## config.mk

```make
export PLATFORM = sky130hd
export DESIGN_NAME = chan_srefresh_ctl
export DESIGN_NICKNAME = d
export VERILOG_FILES = /design/src/rtl/chan_srefresh_ctl.sv
export SDC_FILE = /design/constraint.sdc
export NUM_CORES = 1
export LEC_CHECK = 0
export ABC_AREA = 1
export BUFFER_PORTS_ARGS = -buffer_cell sky130_fd_sc_hd__buf_2
export CAP_MARGIN = 40
export CORE_MARGIN = 2
export CORE_UTILIZATION = 50
export DETAILED_ROUTE_END_ITERATION = 12
export GPL_TIMING_DRIVEN = 0
export PLACE_DENSITY_LB_ADDON = 0.05
export RECOVER_POWER = 50
export SYNTH_ARGS = -nofsm -noshare
export SYNTH_HDL_FRONTEND = slang
export SYNTH_SLANG_ARGS = --single-unit
```

## constraint.sdc

```tcl
create_clock -name clk -period 1.9 [get_ports clk]
set_clock_uncertainty 0.15 [all_clocks]
set_input_delay 0.095 -clock clk [delete_from_list [all_inputs] [get_ports clk]]
set_output_delay 0.095 -clock clk [all_outputs]
set_load 0.02 [all_outputs]
```

## src/rtl/chan_srefresh_ctl.sv

```systemverilog
`timescale 1ns/1ps
module chan_srefresh_ctl #(
  parameter int CNT_W = 16,
  parameter int DLY_W = 8
) (
  input  logic             clk,
  input  logic             rst_n,
  input  logic             access_i,
  input  logic             drained_i,
  input  logic             auto_en_i,
  input  logic [CNT_W-1:0] idle_limit_i,
  input  logic             sleep_req_i,
  input  logic             wake_i,
  input  logic             new_txn_i,
  input  logic [DLY_W-1:0] exit_dly_i,
  output logic             sr_enter_o,
  output logic             sr_exit_o,
  output logic             in_sr_o,
  output logic             core_gate_ok_o,
  output logic             txn_hold_o
);
  typedef enum logic [1:0] {ST_ACT, ST_ENT, ST_SR, ST_EXT} st_t;

  st_t             st;
  logic [CNT_W-1:0] idle_cnt;
  logic [DLY_W-1:0] dly_cnt;
  logic            at_limit, go_sleep, go_wake, exit_done;

  assign at_limit  = idle_cnt >= idle_limit_i;
  assign go_sleep  = (st == ST_ACT) && !access_i &&
                     (sleep_req_i || (auto_en_i && drained_i && at_limit));
  assign go_wake   = (st == ST_SR) && (wake_i || new_txn_i);
  assign exit_done = (st == ST_EXT) && (dly_cnt == exit_dly_i);

  always_ff @(posedge clk) begin
    if (!rst_n) begin
      st <= ST_ACT;
    end else begin
      unique case (st)
        ST_ACT:  if (go_sleep)  st <= ST_ENT;
        ST_ENT:                 st <= ST_SR;
        ST_SR:   if (go_wake)   st <= ST_EXT;
        ST_EXT:  if (exit_done) st <= ST_ACT;
        default:                st <= ST_ACT;
      endcase
    end
  end

  always_ff @(posedge clk) begin
    if (!rst_n || st != ST_ACT || access_i || !drained_i)
      idle_cnt <= '0;
    else if (!at_limit)
      idle_cnt <= idle_cnt + 1'b1;
  end

  always_ff @(posedge clk) begin
    if (!rst_n || st != ST_EXT)
      dly_cnt <= '0;
    else if (!exit_done)
      dly_cnt <= dly_cnt + 1'b1;
  end

  assign sr_enter_o     = (st == ST_ENT);
  assign sr_exit_o      = (st == ST_EXT) && (dly_cnt == '0);
  assign in_sr_o        = (st == ST_SR);
  assign core_gate_ok_o = (st == ST_SR);
  assign txn_hold_o     = (st != ST_ACT);
endmodule

```

==> impl_metrics.csv <==
group,metric,value,unit
outcome,status,"finished with violations",
outcome,violations,"setup timing",
synthesis,async_reset_ff_share,0,%
pwr,clockPowerShare,24.9,%
clocking,clk_pin_slew,90,ps
placement,port_buffers,36,
placement,dp_hpwl,3234,um
cells_and_area,fin_util,69.50,%
timing,fin_crit_sh,104.1,%
setup_path,crit_path_end_kind,"flip-flop",
cells_and_area,final_area,2740,um^2
global_routing,grt_max_degree,15,
pwr,switching_share,34.38,%
route,vias_per_cell,4.951,
setup_path,ff2ff_path_depth,12,
placement,dpl-instance-area,2255,um^2
global_routing,antenna_found_initial,0,
placement,gp_congestion,0.8230,
clocking,tritoncts,"yes",
synthesis,synth_cells,304,
global_routing,gr-usage-all-layers,20.14,%
die,dieHeight,67.44,um
synthesis,yosys.area.top_type,"dfxtp_1",
timing,slew_violations,0,
setup_path,crit_required,1930,ps
route,dr.pass1.iters,4,
cells_and_area,fin_nets,418,
pwr,p_leak,0.001163,uW
flow_run,cap_viol_max_count,0,
setup_path,reg2reg_to,"idle_cnt[11]$_SDFFE_PP0N_",
route,drtIter0Drc,104,
timing,grt_setup_unrepaired,"yes",
synthesis,yosys-top-cells-area,"dfxtp_1 26%, ha_1 15%, nand2_1 14%",
clocking,cts_made_buffers,3,
clocking,clk_path_buf_depth,2,
clocking,cts_root_buf,"clkbuf_8",
worst_hold_path,holdPathStages,6,
timing,tns,-259.9,ps
pwr,pwr-share-seq,40.5,%
global_routing,overflow,0,
timing,fmax,505.5,MHz
synthesis,synth.most_common_cell,"nand2_1",
synthesis,synth_top_flop_cell,"dfxtp_1",
synthesis,yosysWarnings,0,
die,start_util,51.03,%
timing,worst_slack,-78.13,ps
pwr,p_per_area,531.6,nW/um^2
route,ant_nets,0,
worst_hold_path,hold_end,"st[1]$_SDFFE_PN0P_",
route,vias,2035,
setup_path,cp.arrival,2000,ps
timing,slew_headroom,75.99,%
cells_and_area,antennaDiodeCount,0,
synthesis,synth_top_area_share,25.87,%
pwr,netSwitchingPower,500.8,uW
clocking,cts.htree.levels,1,
setup_path,crit_fanout,4,
timing,worst-slew-pin-transition,359.8,ps
setup_path,rrSetupSlack,-80,ps
die,fp.dieArea,4547,um^2
synthesis,synth_area,2012,um^2
synthesis,synth_nets,360,
timing,finalWorstPathRequiredPeriod,1978,ps
die,die_x,67.44,um
synthesis,synth.distinct_cells,29,
setup_path,r2r-start,"idle_cnt[7]$_SDFFE_PP0N_",
pwr,combPwrFrac,34.5,%
route,routed_wl,4489,um
global_routing,grt_pass1_wl,7169,um
cells_and_area,layoutNonFillerInstCount,411,
timing,hold_viol_final,0,
global_routing,grt_pass1_vias,1802,
worst_hold_path,hold_path.class,"input port to flip-flop",
die,ios,37,
clocking,clock_latency,270,ps
cells_and_area,drive_gt1_share,37.67,%
placement,dp_cells,390,
pwr,internal-power,955.7,uW
pwr,irDropWorstVdd,0.0005500,V
worst_hold_path,hold_path_startpoint,"access_i",
setup_path,path_class,"flip-flop to flip-flop",
timing,finalSetupViolCount,11,
synthesis,syn_avg_cell_area,6.618,um^2
route,drc_errors,0,
die,row_count,23,
synthesis,synth_edf_count,0,
synthesis,ys_seq_area_share,25.87,%
cells_and_area,area_growth,36.19,%
route,wire_per_inst,10.92,um
die,coreArea,3943,um^2
synthesis,synth_common_cells,"73 x nand2_1, 51 x inv_1, 28 x a21oi_1, 26 x dfxtp_1, 24 x ha_1",
synthesis,yosys_register_bits,26,
setup_path,critPathLaunchType,"flip-flop",
clocking,numClockSinks,26,
cells by family (layout without fill, tap and decap cells):
| kind of cell | Yosys count | count (layout) | share of synthesized area [%] |
|---|---|---|---|
| AND/OR/NAND/NOR | 140 | 140 | 32.46 |
| buffers and inverters | 65 | 122 | 12.81 |
| AO/OA/AOI/OAI | 44 | 44 | 11.75 |
| flip-flops | 26 | 26 | 25.87 |
| adder cells (fa/ha/maj) | 24 | 24 | 14.93 |
| XOR/XNOR | 5 | 5 | 2.177 |
state kept, by name, summed over array words and instances, names as in the netlist:
register and cells:
idle_cnt 16, dly_cnt 8, st 2
worst max path at each step:
stage | startpoint | endpoint | slack [ps] | cells after the start
2_1_floorplan | idle_cnt[0]$_SDFFE_PP0N_ | idle_cnt[11]$_SDFFE_PP0N_ | 50 | 16
3_3_place_gp | idle_cnt[0]$_SDFFE_PP0N_ | idle_cnt[11]$_SDFFE_PP0N_ | -240 | 16
3_5_place_dp | idle_cnt[0]$_SDFFE_PP0N_ | idle_cnt[11]$_SDFFE_PP0N_ | -250 | 16
4_1_cts | idle_cnt[0]$_SDFFE_PP0N_ | idle_cnt[11]$_SDFFE_PP0N_ | -30 | 16
5_1_grt | idle_cnt[7]$_SDFFE_PP0N_ | idle_cnt[12]$_SDFFE_PP0N_ | -150 | 12
6_report | idle_cnt[7]$_SDFFE_PP0N_ | idle_cnt[11]$_SDFFE_PP0N_ | -80 | 12
power groups by stage:
stage               combinational (uW)  clock, uW  sequential [uW]
floorplan                          326          0              602
CTS                                466        374              593
finish                             503        363              590
global placement                   434          0              606
global route                       569        400              593
detailed placement                 439          0              608
timing repair:
item | in CTS | in global routing
endpoints found under the setup margin | 18 | 18
endpoints found under the hold margin | 2 | 0
hold buffers | 1 | 0
setup buffers | 10 | 6
pin swaps | 13 | 18
resized for setup | 30 | 45
cells in the final DEF, fill, tap and decap left out, types with 4 or more instances in the layout:
| master | count |
|---|---|
| nand2_1 | 59 |
| inv_1 | 51 |
| buf_2 | 31 |
| nor2_1 | 18 |
| a21oi_1 | 18 |
| ha_1 | 15 |
| dfxtp_1 | 15 |
| buf_4 | 14 |
| nand2_2 | 13 |
| a21oi_2 | 11 |
| nand4_1 | 9 |
| nor3_1 | 9 |
| dfxtp_2 | 9 |
| ha_4 | 8 |
| inv_2 | 7 |
| nor2_2 | 7 |
| o21ai_1 | 6 |
| nand3_1 | 6 |
| nand2_4 | 5 |
| o21ai_2 | 5 |
| clkbuf_1 | 5 |
| xor2_1 | 4 |
| clkbuf_8 | 4 |
through the flow:
step | hold WS [ps] | power, uW | setup slack (ps)
6_report | 138.7 | 1457 | -78.13
5_1_grt | 161.1 | 1562 | -153.6
4_1_cts | 122.0 | 1433 | -31.84
3_5_place_dp | 219.5 | 1047 | -246.0
3_3_place_gp | 221.0 | 1040 | -237.3
2_1_floorplan | 65.72 | 927.6 | 47.35
area by class of cell:
type                    instances  area (um^2)
well taps                      50        62.56
multi-input cells             213         1495
clock buffers                   4        55.05
repair buffers                 53        324.1
plain buffers                   3        23.77
fillers                       347         1202
inverters                      62        240.2
flip-flops and latches         26        539.3
layer usage:
layer	track usage [%]	share of wire, %
met5	0	0
met4	3.061	0.69
met3	4.000	3.4
met2	38.24	52
met1	23.57	44
worst max-delay path, stage by stage (launching register included):
cell	delay, ps
dfxtp_4	350
ha_1	290
a21oi_2	130
o21a_1	150
nand2_2	70
nand2_2	80
nand2_4	100
nor2_4	140
nand2_2	90
nor2_4	140
nand3_2	80
nand2_1	70
nor2_1	40
No activity file was read; power rests on OpenSTA's default activity.
